## config.mk

```make
export PLATFORM = sky130hd
export DESIGN_NAME = xlat_tlb
export DESIGN_NICKNAME = d
export VERILOG_FILES = /design/src/rtl/xlat_tlb_pkg.sv /design/src/rtl/xlat_tlb_cam.sv /design/src/rtl/xlat_tlb_victim.sv /design/src/rtl/xlat_tlb.sv
export SDC_FILE = /design/constraint.sdc
export NUM_CORES = 1
export LEC_CHECK = 0
export BUFFER_PORTS_ARGS = -buffer_cell sky130_fd_sc_hd__buf_2
export CORE_MARGIN = 1
export CORE_UTILIZATION = 55
export CTS_BUF_LIST = sky130_fd_sc_hd__clkbuf_4 sky130_fd_sc_hd__clkbuf_8
export CTS_CLUSTER_DIAMETER = 50
export DETAILED_ROUTE_END_ITERATION = 8
export PLACE_DENSITY = 0.76
export SYNTH_ARGS = -nofsm -noshare
export SYNTH_HDL_FRONTEND = slang
export SYNTH_SLANG_ARGS = --single-unit
```

## constraint.sdc

```tcl
create_clock -name clk -period 10.7 [get_ports clk]
set_input_delay 2.14 -clock clk [delete_from_list [all_inputs] [get_ports clk]]
set_output_delay 2.14 -clock clk [all_outputs]
set_load 0.01 [all_outputs]
```

## src/rtl/xlat_tlb_pkg.sv

```systemverilog
package xlat_tlb_pkg;
  typedef enum logic [1:0] {
    ACC_READ  = 2'd0,
    ACC_WRITE = 2'd1,
    ACC_EXEC  = 2'd2,
    ACC_EXEC2 = 2'd3
  } acc_e;

  localparam int RB_V = 3;
  localparam int RB_R = 2;
  localparam int RB_W = 1;
  localparam int RB_X = 0;

  function automatic logic [3:0] rights_cause(input logic [3:0] rights, input acc_e acc);
    logic [3:0] c;
    c = 4'b0000;
    if (!rights[RB_V])                         c[RB_V] = 1'b1;
    else if (acc == ACC_READ  && !rights[RB_R]) c[RB_R] = 1'b1;
    else if (acc == ACC_WRITE && !rights[RB_W]) c[RB_W] = 1'b1;
    else if (acc[1]           && !rights[RB_X]) c[RB_X] = 1'b1;
    return c;
  endfunction
endpackage

```

## src/rtl/xlat_tlb_cam.sv

```systemverilog
module xlat_tlb_cam #(
  parameter int N     = 8,
  parameter int TAG_W = 20,
  parameter int IDX_W = $clog2(N)
) (
  input  logic [N-1:0]            present,
  input  logic [N-1:0][TAG_W-1:0] tags,
  input  logic [TAG_W-1:0]        key,
  output logic                    hit,
  output logic [IDX_W-1:0]        idx
);
  logic [N-1:0] match;

  for (genvar g = 0; g < N; g++) begin : g_cmp
    assign match[g] = present[g] && (tags[g] == key);
  end

  always_comb begin
    hit = 1'b0;
    idx = '0;
    for (int i = 0; i < N; i++) begin
      if (match[i] && !hit) begin
        hit = 1'b1;
        idx = IDX_W'(i);
      end
    end
  end
endmodule

```

## src/rtl/xlat_tlb_victim.sv

```systemverilog
module xlat_tlb_victim #(
  parameter int N     = 8,
  parameter int AGE_W = 3,
  parameter int IDX_W = $clog2(N)
) (
  input  logic [N-1:0]            present,
  input  logic [N-1:0]            locked,
  input  logic [N-1:0][AGE_W-1:0] ages,
  output logic [IDX_W-1:0]        victim,
  output logic                    none_free
);
  logic             have_empty, have_old;
  logic [IDX_W-1:0] empty_idx, old_idx;
  logic [AGE_W-1:0] best;

  always_comb begin
    have_empty = 1'b0;
    empty_idx  = '0;
    have_old   = 1'b0;
    old_idx    = '0;
    best       = '0;
    for (int i = 0; i < N; i++) begin
      if (!present[i] && !have_empty) begin
        have_empty = 1'b1;
        empty_idx  = IDX_W'(i);
      end
    end
    for (int i = 0; i < N; i++) begin
      if (present[i] && !locked[i] && (!have_old || ages[i] > best)) begin
        have_old = 1'b1;
        best     = ages[i];
        old_idx  = IDX_W'(i);
      end
    end
    victim    = have_empty ? empty_idx : old_idx;
    none_free = !have_empty && !have_old;
  end
endmodule

```

## src/rtl/xlat_tlb.sv

```systemverilog
module xlat_tlb
  import xlat_tlb_pkg::*;
#(
  parameter int N     = 8,
  parameter int VPN_W = 20,
  parameter int PFN_W = 20,
  parameter int OFF_W = 12,
  parameter int AGE_W = 3
) (
  input  logic                     clk,
  input  logic                     rst_n,
  input  logic                     en,
  input  logic                     lk_valid,
  input  logic [VPN_W+OFF_W-1:0]   lk_vaddr,
  input  logic [1:0]               lk_op,
  output logic [PFN_W+OFF_W-1:0]   lk_paddr,
  output logic                     lk_fault,
  output logic [3:0]               lk_cause,
  output logic [VPN_W+OFF_W-1:0]   lk_fault_vaddr,
  input  logic                     ins_valid,
  input  logic [VPN_W-1:0]         ins_vpn,
  input  logic [3:0]               ins_rights,
  input  logic                     ins_lock,
  input  logic [PFN_W-1:0]         ins_frame,
  output logic                     ins_err
);
  localparam int IDX_W = $clog2(N);
  localparam int VA_W  = VPN_W + OFF_W;
  localparam int PA_W  = PFN_W + OFF_W;
  localparam logic [AGE_W-1:0] AGE_MAX = '1;

  logic [N-1:0]            present, locked;
  logic [N-1:0][VPN_W-1:0] tags;
  logic [N-1:0][3:0]       rights;
  logic [N-1:0][PFN_W-1:0] frames;
  logic [N-1:0][AGE_W-1:0] ages;

  logic             lk_hit, ins_hit, none_free, wr_en, lk_touch;
  logic [IDX_W-1:0] lk_idx, ins_idx, vic_idx, wr_idx;
  logic [3:0]       cause;
  logic [N-1:0]     touch;

  xlat_tlb_cam #(.N(N), .TAG_W(VPN_W), .IDX_W(IDX_W)) u_lk_cam (
    .present(present), .tags(tags), .key(lk_vaddr[VA_W-1:OFF_W]),
    .hit(lk_hit), .idx(lk_idx));

  xlat_tlb_cam #(.N(N), .TAG_W(VPN_W), .IDX_W(IDX_W)) u_ins_cam (
    .present(present), .tags(tags), .key(ins_vpn),
    .hit(ins_hit), .idx(ins_idx));

  xlat_tlb_victim #(.N(N), .AGE_W(AGE_W), .IDX_W(IDX_W)) u_victim (
    .present(present), .locked(locked), .ages(ages),
    .victim(vic_idx), .none_free(none_free));

  always_comb begin
    cause          = lk_hit ? rights_cause(rights[lk_idx], acc_e'(lk_op)) : 4'b0000;
    lk_fault       = 1'b0;
    lk_cause       = 4'b0000;
    lk_paddr       = '0;
    lk_fault_vaddr = '0;
    if (!en) begin
      lk_paddr = PA_W'(lk_vaddr);
    end else if (lk_valid) begin
      if (lk_hit && cause == 4'b0000) begin
        lk_paddr = {frames[lk_idx], lk_vaddr[OFF_W-1:0]};
      end else begin
        lk_fault       = 1'b1;
        lk_cause       = cause;
        lk_fault_vaddr = lk_vaddr;
      end
    end
  end

  assign lk_touch = en && lk_valid && lk_hit;
  assign wr_en    = ins_valid && (ins_hit || !none_free);
  assign wr_idx   = ins_hit ? ins_idx : vic_idx;

  for (genvar g = 0; g < N; g++) begin : g_touch
    assign touch[g] = (wr_en && wr_idx == IDX_W'(g)) || (lk_touch && lk_idx == IDX_W'(g));
  end

  always_ff @(posedge clk or negedge rst_n) begin
    if (!rst_n) begin
      present <= '0;
      locked  <= '0;
      tags    <= '0;
      rights  <= '0;
      frames  <= '0;
      ages    <= {N{AGE_MAX}};
      ins_err <= 1'b0;
    end else begin
      ins_err <= ins_valid && !ins_hit && none_free;
      for (int i = 0; i < N; i++) begin
        if (touch[i])
          ages[i] <= '0;
        else if (|touch && ages[i] != AGE_MAX)
          ages[i] <= ages[i] + 1'b1;
        if (wr_en && wr_idx == IDX_W'(i)) begin
          present[i] <= 1'b1;
          locked[i]  <= ins_lock;
          tags[i]    <= ins_vpn;
          rights[i]  <= ins_rights;
          frames[i]  <= ins_frame;
        end
      end
    end
  end
endmodule

```

==> results of run 1 <==
registers in the layout (all words and copies together), names as in the netlist:
name and count:
ages 24, frames 160, ins_err 1, locked 8, present 8, rights 32, tags 160
final cells by class:
class,count,area share
multi-input combinational,1450,0.4794
clock buffer,105,0.04946
inverter,36,0.005231
timing repair buffer,219,0.05968
tap,532,0.02530
clock inverter,13,0.005992
sequential,393,0.3749
worst max-delay path, delay by kind of cell (launching register included):
| kind | cells | cell delay, ns |
|---|---|---|
| multiplexers | 5 | 1.43 |
| buffers and inverters | 7 | 0.92 |
| adder cells (fa/ha/maj) | 7 | 1.65 |
| AO/OA/AOI/OAI | 25 | 3.67 |
| AND/OR/NAND/NOR | 13 | 2.23 |
| flip-flops | 1 | 0.36 |
cells in the mapped netlist (all sizes together), types with 37 or more instances:
cell type	number
nor4	42
o21ai	46
mux2	362
nand4	71
buf	88
and2	40
ha	37
o22ai	41
xor2	103
a21oi	59
dfrtp	369
o221ai	41
clkbuf	50
nor2	76
nand2	45
xnor2	220
stage by stage:
step | worst slack [ns] | TNS, ns | util
3_5_place_dp | -0.4723 | -126.71 | 0.5888
3_3_place_gp | 0.1576 | 0 | 0.5888
5_1_grt | -0.3816 | -68.62 | 0.6444
6_report | 0.2027 | 0 | 0.6444
4_1_cts | 0.01672 | 0 | 0.6265
2_1_floorplan | 0.2468 | 0 | -
how the worst max path moves through the flow:
stage                 endpoint  slack [ns]  cells after the start
finish               tags[138]        0.20                     57
global route        frames[49]       -0.38                     60
CTS                  rights[8]        0.02                     57
detailed placement  frames[96]       -0.47                     55
global placement    frames[85]        0.16                     55
floorplan            locked[2]        0.25                     55
kinds of logic (layout without fill, tap and decap cells):
| group | count (synthesis) | after routing | synth area share |
|---|---|---|---|
| adders and majority gates | 37 | 37 | 0.02030 |
| AOI/OAI and AO/OA | 269 | 269 | 0.08818 |
| buffers and inverters | 174 | 373 | 0.03671 |
| xor gates and xnor gates | 323 | 323 | 0.1241 |
| DFF | 393 | 393 | 0.4326 |
| and+or+nand+nor | 441 | 441 | 0.1115 |
| muxes | 380 | 380 | 0.1867 |
what timing repair did:
action | in CTS | in global routing
buffers inserted | 4 | 20
endpoints found under the setup margin | 391 | 392
hold buffers | 0 | 0
pin swaps | 3 | 35
cloned | 1 | 5
resized for setup | 7 | 111
metal layers:
layer / global-route usage / up-vias / routed length, µm
met5: 0 / - / 0
met4: 0.1381 / 0 / 2977
met3: 0.06113 / 194 / 6371
met2: 0.5010 / 900 / 31220
met1: 0.4456 / 8938 / 28080
li1: - / 7591 / -
==> results, run 1 <==
- Of all nets on the critical path, the largest fanout is 48.
- For this configuration, the core starts out at a cell density of 0.5585.
- The number of pins with negative max-slew slack in the final report was 0.
- The placed instance count is 2600.
- TritonCTS built the clock tree.
- During synthesis, Yosys emitted a total of 0 warnings.
- Counting along the longest clock path gives a buffer depth of 3.
- Dividing the detail-routed via count by the number of cells gives 6.413.
- For the worst flop-to-flop path, the logic depth is 57.
- The pin slew with the least headroom to its limit is 1.353 ns.
- The largest total area in the synthesized netlist belongs to sky130_fd_sc_hd__dfrtp_1.
- Final hold analysis gives a worst-case slack of 0.5020 ns.
- The area of the multi-input gates is 0.01261 mm².
- The number of H-tree branching levels is 3.
- Tracing the worst setup path back leads to its startpoint at locked[0].
- The share of layout cells above drive strength 1 is 0.3736.
- The final cycle utilization of the critical path is 0.9811.
- Once detail routing completed, the nets flagged for antenna violations numbered 0.
- The library cells used most frequently in the layout, excluding fill and tap cells, are sky130_fd_sc_hd__dfrtp_1 (369), sky130_fd_sc_hd__mux2_2 (318), sky130_fd_sc_hd__xnor2_1 (220), sky130_fd_sc_hd__buf_2 (152), sky130_fd_sc_hd__xor2_1 (103).
- For this run, the register share of the synthesized area comes to 0.4326.
- The count of placed standard cells in the final layout, fillers left out is 2748.
- The number of distinct library cells after synthesis is 86.
- The mean cell area of the mapped netlist is 11.31 µm².
- The minimum period implied by the final worst setup slack is 10.50 ns.
- Data on the critical path arrives at its endpoint at 11.01 ns.
- The average wire length per cell after detail routing is 24.98 µm.
- Max-cap violations in this run came to 0.
- The worst reg-to-reg setup slack is 0.20 ns.
- Headroom to the max-slew limit came out at 0.08974.
- The number of placed I/O pins is 154.
- The standard-cell row count is 74.
- In this design, the critical path's most frequently occurring cell is sky130_fd_sc_hd__o21ai_2.
- The worst hold path terminates at rights[7].
- Setup repair after global routing could not meet its margin everywhere.
- The number of fillers in the final layout is 3068.
- Sorting the synthesized cells by area gives the leading types as sky130_fd_sc_hd__dfrtp_1 (40%), sky130_fd_sc_hd__mux2_2 (17%), sky130_fd_sc_hd__xnor2_1 (8.4%), sky130_fd_sc_hd__xor2_1 (4.0%), sky130_fd_sc_hd__dfstp_2 (2.8%).
- The netlist area before placement is 0.02280 mm².
- The number of sinks driven by the clock tree is 393.
- The slowest stage of the critical path is the sky130_fd_sc_hd__or3b_2 cell.
- The number of cells on the worst hold path is 1.
- The number of diodes added for antenna fixing is 0.
- The core area is 0.04083 mm².
- For this run, the detailed router's first-pass iteration total came to 6.
- At the end of routability-driven placement, the weighted congestion stood at 0.9437.
- The synthesized design contains 0 enable-type register cells.
- Entering global routing, the biggest net connects 170 pins.
- The buffer type at the clock tree root is sky130_fd_sc_hd__clkbuf_8.
- The floorplan die height is 205.6 µm.
- The clock edge transition at the registers on the reported setup and hold paths is 0.06 ns.
- Synthesis handed over a netlist of 2017 instances.
- When the netlist entered floorplanning its net count stood at 2138.
- The run finished with clean final reports.
- The element type at the critical path end is a flop.
- The post-synthesis to final-layout area growth is 15.38%.
- The count of final setup violators is 0.
- The classification of the worst-slack hold path is flop to flop.
- Detailed routing inserted a total of 17620 vias.
- The die outline area is 0.04228 mm².
- Input and output buffers added on the ports amount to 153.
- For this run, design rule violations remaining after detail routing come to 0.
- The final instance area is 0.02631 mm².
- The overall routed net length is 68650 µm.
- STA classifies the critical path startpoint as a flop.
- The share of synthesized flip-flops with an asynchronous set or reset is 1.000.
- In this run the critical register-to-register path is launched from locked[0].
- The library cell used most frequently in the layout, excluding fill and tap cells, is sky130_fd_sc_hd__dfrtp_1.
- The register bit total from synthesis is 393.
- The worst-skew pair later-pin latency is 0.66 ns.
- The standard cell area after detailed placement is 0.02404 mm².
- The number of global-route vias before repair is 17510.
- The violation count after the first detailed-routing iteration is 1742.
- The total grt overflow is 0.
- The area share of the leading cell type in the synthesized netlist is 0.4049.
- The hold violation count in the final report is 0.
- The global-route wire length before repair is 103000 µm.
- The end of the worst register-to-register path is tags[138].
- The clock tree skew after final layout is 0.03794 ns.
- Data on the critical path is required at its endpoint by 11.21 ns.
- The number of antenna violations at the first check in global routing came to 0.
- The TritonCTS buffer count is 68.
- Derived from the worst setup path, the maximum achievable clock frequency is 95.26 MHz.
- Measured along the x axis, the die boundary spans 205.6 µm.
- The class of the most critical setup path is flop to flop.
- The count of nets after finishing is 2289.
- The most used flip-flop cell after synthesis is sky130_fd_sc_hd__dfrtp_1.
- In the final layout, flip-flops and latches occupy 0.009864 mm².
- The wire-length estimate of the detail-placed layout is 43720 µm.
- In the global route stage, overall resource usage came out at 0.3242.
- The startpoint identified for the worst hold timing path is rights[7].
- In this design, the stage delay of the slowest critical-path cell is 0.51 ns.
Power of run 1 is not shown: default switching activity piles up to over one toggle a cycle in this logic, so the estimate is an artifact.
==> run 2: changes to the inputs <==
--- a/config.mk
+++ b/config.mk
@@ -5,13 +5,14 @@
 export SDC_FILE = /design/constraint.sdc
 export NUM_CORES = 1
 export LEC_CHECK = 0
+export ABC_AREA = 1
 export BUFFER_PORTS_ARGS = -buffer_cell sky130_fd_sc_hd__buf_2
 export CORE_MARGIN = 1
 export CORE_UTILIZATION = 55
 export CTS_BUF_LIST = sky130_fd_sc_hd__clkbuf_4 sky130_fd_sc_hd__clkbuf_8
 export CTS_CLUSTER_DIAMETER = 50
 export DETAILED_ROUTE_END_ITERATION = 8
-export PLACE_DENSITY = 0.76
+export PLACE_DENSITY = 0.77
 export SYNTH_ARGS = -nofsm -noshare
 export SYNTH_HDL_FRONTEND = slang
 export SYNTH_SLANG_ARGS = --single-unit
==> results, run 2 <==
- The run finished with clean final reports.
- The number of flops mapped to enable cells by yosys is 0 (unchanged).
- The final weighted congestion of routability-driven global placement is 1.024 (+8.5%).
- The worst setup path is launched from a flop.
- The count of hold buffers inserted by post-cts repair is 0 (unchanged).
- Among all cell types in the netlist, the one instantiated most often is sky130_fd_sc_hd__nand2_1.
- The register bit total from synthesis came to 393 (unchanged).
- The number of sinks driven by the clock tree is 393 (unchanged).
- The cell count after synthesis is 2951 (+46%).
- The via-per-instance ratio is 6.120 (-4.6%).
- The largest total area in the synthesized netlist belongs to sky130_fd_sc_hd__dfrtp_1.
- The global-route wire length before repair was 125200 µm (+21%).
- The pin slew with the least headroom to its limit is 1.172 ns (-0.1808 ns).
- The clock tree skew after final layout is 0.03250 ns (-0.005442 ns).
- The count of buffers inserted at the top-level ports came to 153 (unchanged).
- The TritonCTS clock tree is done.
- The count of nets after finishing is 3150 (+38%).
- The count of max-cap constraint violations came to 0 (unchanged).
- The number of placed I/O pins was 154 (unchanged).
- Yosys attributes the largest share of cell area to sky130_fd_sc_hd__dfrtp_1 (41%), sky130_fd_sc_hd__nand2_1 (13%), sky130_fd_sc_hd__o21ai_0 (11%), sky130_fd_sc_hd__nor2_1 (5.0%), sky130_fd_sc_hd__inv_1 (4.0%).
- The floorplan die height is 203.2 µm (-1.2%).
- The clock tree buffer depth was 3 (unchanged).
- The post-synthesis to final-layout area growth is 11.18%.
- The share of synthesized flip-flops with an asynchronous set or reset is 1.000 (unchanged).
- The remaining design rule violation count is 0 (unchanged).
- The synthesis warning total came to 0 (unchanged).
- The number of global-route vias before repair was 20700 (+18%).
- The number of cells on the worst hold path is 2 (+1).
- In the layout the commonest cells are sky130_fd_sc_hd__nand2_1 (757), sky130_fd_sc_hd__o21ai_0 (466), sky130_fd_sc_hd__dfrtp_1 (369), sky130_fd_sc_hd__nor2_1 (294), sky130_fd_sc_hd__inv_1 (238).
- The number of pins with negative max-slew slack in the final report is 0 (unchanged).
- The count of final setup violators is 0 (unchanged).
- The highest-delay cell along the critical path is sky130_fd_sc_hd__buf_6.
- Sorting the synthesized cells by how often they occur yields sky130_fd_sc_hd__nand2_1 (762), sky130_fd_sc_hd__o21ai_0 (471), sky130_fd_sc_hd__dfrtp_1 (369), sky130_fd_sc_hd__nor2_1 (295), sky130_fd_sc_hd__inv_1 (238).
- The dominant cell type by count on the critical path is sky130_fd_sc_hd__nand2_1.
- The total vias in the final route was 22090 (+25%).
- The mean cell area of the mapped netlist is 7.545 µm² (-33%).
- The number of antenna violations at the first check in global routing is 0 (unchanged).
- The minimum period implied by the final worst setup slack is 9.595 ns (-0.9027 ns).
- The area of the multi-input gates is 0.01069 mm² (-15%).
- The end of the worst register-to-register path is tags[52].
- The library cell used most frequently in the layout, excluding fill and tap cells, is sky130_fd_sc_hd__nand2_1.
- The hold violation count in the final report is 0 (unchanged).
- The die outline area is 0.04129 mm² (-2.3%).
- Setup repair after global routing left no endpoint under its margin.
- The number of fillers in the final layout was 3669 (+20%).
- In this run the clock root is driven by a sky130_fd_sc_hd__clkbuf_8.
- The area share of the leading cell type in the synthesized netlist was 0.4147 (+0.009808).
- The register area is 0.009864 mm² (unchanged).
- The worst reg-to-reg setup slack is 1.11 ns (+0.90 ns).
- The number of distinct library cells after synthesis is 47 (-45%).
- The effective utilization at floorplan was 0.5591 (+0.0006009).
- The element type at the critical path end is a flop.
- The required arrival time at the worst endpoint came to 11.17 ns (-0.04 ns).
- The TritonCTS buffer count came to 70 (+2.9%).
- The overall die width is 203.2 µm (-1.2%).
- The final cycle utilization of the critical path came to 0.8967 (-0.08436).
- The post-synth net total is 3072 (+44%).
- The class of the most critical setup path is flop to flop.
- The depth of the worst register-to-register path is 64 (+12%).
- For this run, the leading register cell type out of synthesis is sky130_fd_sc_hd__dfrtp_1.
- The core area came to 0.03982 mm² (-2.5%).
- The netlist area before placement is 0.02226 mm² (-2.4%).
- The headroom to the max-slew limit was 0.2177 (+0.1280).
- The number of nets with antenna violations after detailed routing is 0 (unchanged).
- The post-DP HPWL is 52680 µm (+21%).
- The share of layout cells above drive strength 1 is 0.1414 (-0.2322).
- The total grt overflow is 0 (unchanged).
- The total global routing track utilization is 0.4021 (+0.07784).
- The delay contributed by the slowest stage of the critical path is 0.56 ns (+0.05 ns).
- The largest fanout on the critical path is 91 (+90%).
- The worst-skew pair later-pin latency came to 0.65 ns (about the same).
- The number of H-tree branching levels is 3 (unchanged).
- In this run the worst hold path is classified as flop to flop.
- The share of synthesized area occupied by flip-flops and latches is 0.4431 (+0.01048).
- The critical path data arrival time is 10.07 ns (-0.94 ns).
- The peak clock frequency supported by timing is 104.2 MHz (+9.4%).
- The launch instance of the worst register-to-register path is locked[0].
- The worst hold path terminates at frames[126].
- The standard-cell row count is 73 (-1.4%).
- The maximum number of pins on one net before global-route repair is 112 (-34%).
- The largest registers in the layout are frames: 160 flops, tags: 160 flops, rights: 32 flops.
- The overall routed net length was 82610 µm (+20%).
- The clock edge transition at the registers on the reported setup and hold paths is 0.06 ns (about the same).
- The violation count after the first detailed-routing iteration came to 2800 (+61%).
- The worst hold path begins at frames[126].
- The sum of negative setup slack came to 0 ns (unchanged).
- The average wire length per cell after detail routing is 22.89 µm (-8.4%).
- The total iterations of the first detailed-routing run is 6 (unchanged).
## run 2: cell count changes in the layout (fill, tap and decap cells not counted), moves of 83 or more
cell                      change
sky130_fd_sc_hd__nand2_1    +714
sky130_fd_sc_hd__o21ai_0    +442
sky130_fd_sc_hd__mux2_2     -318
sky130_fd_sc_hd__nor2_1     +221
sky130_fd_sc_hd__inv_1      +204
sky130_fd_sc_hd__xnor2_1    -164
sky130_fd_sc_hd__xor2_1      -83
## run 2: layer usage
metal | share of wire | vias up | global-route usage
met1 | 0.39 | 10590 | 0.5492
met3 | 0.12 | 248 | 0.09076
met2 | 0.44 | 1347 | 0.6060
met4 | 0.047 | 0 | 0.1925
li1 | - | 9906 | -
met5 | 0 | - | 0
## run 2: cells by family after synthesis
group,count (synthesis),synth area share
simple gates,1285,0.2427
buf+inv,445,0.08132
fa+ha+maj,37,0.02079
flops,393,0.4431
xor+xnor,76,0.02990
compound gates,715,0.1822
## run 2: final cells by class
| class | count | share of cell area |
|---|---|---|
| repair buffers | 172 | 0.03771 |
| clock inverters | 13 | 0.006318 |
| clock buffers | 113 | 0.05702 |
| multi-input cells | 2115 | 0.4318 |
| flip-flops and latches | 393 | 0.3985 |
| inverters | 277 | 0.04200 |
| well taps | 525 | 0.02654 |
| diodes | 1 | 0.0001011 |
## run 2: worst max path at each step
stage / end / slack (ns) / from
floorplan: ages[15] / 2.59 / locked[0]
global placement: ages[0] / 1.12 / locked[0]
detailed placement: ages[4] / 0.72 / present[0]
CTS: ages[4] / 0.69 / locked[0]
global route: ages[8] / 0.04 / locked[0]
finish: tags[52] / 1.11 / locked[0]
## run 2: worst max-delay path: cells and delay by family, from the launching register on
family / cells / cell delay [ns]
adder cells (fa/ha/maj): 7 / 2.24
AND/OR/NAND/NOR: 33 / 3.11
buffers and inverters: 5 / 1.01
flip-flops: 1 / 0.37
AO/OA/AOI/OAI: 19 / 2.65
## run 2: repair_timing
item,in CTS,in global routing
setup buffers,0,0
endpoints found under the setup margin,0,383
hold endpoints to repair,0,0
gates resized for setup,0,18
## run 2: stage by stage
step,cell area (µm²),hold slack (ns),setup slack [ns],instances,util
after floorplan,22260,0.4444,2.590,2951,-
after global placement,23120,0.4582,1.118,3480,0.5805
after detailed placement,23120,0.4680,0.7245,3480,0.5805
after CTS,24690,0.4830,0.6890,3606,0.6199
after global routing,24750,0.4954,0.04240,3608,0.6215
final,24750,0.4806,1.105,3609,0.6216
Power of run 2 is left out for the same reason.
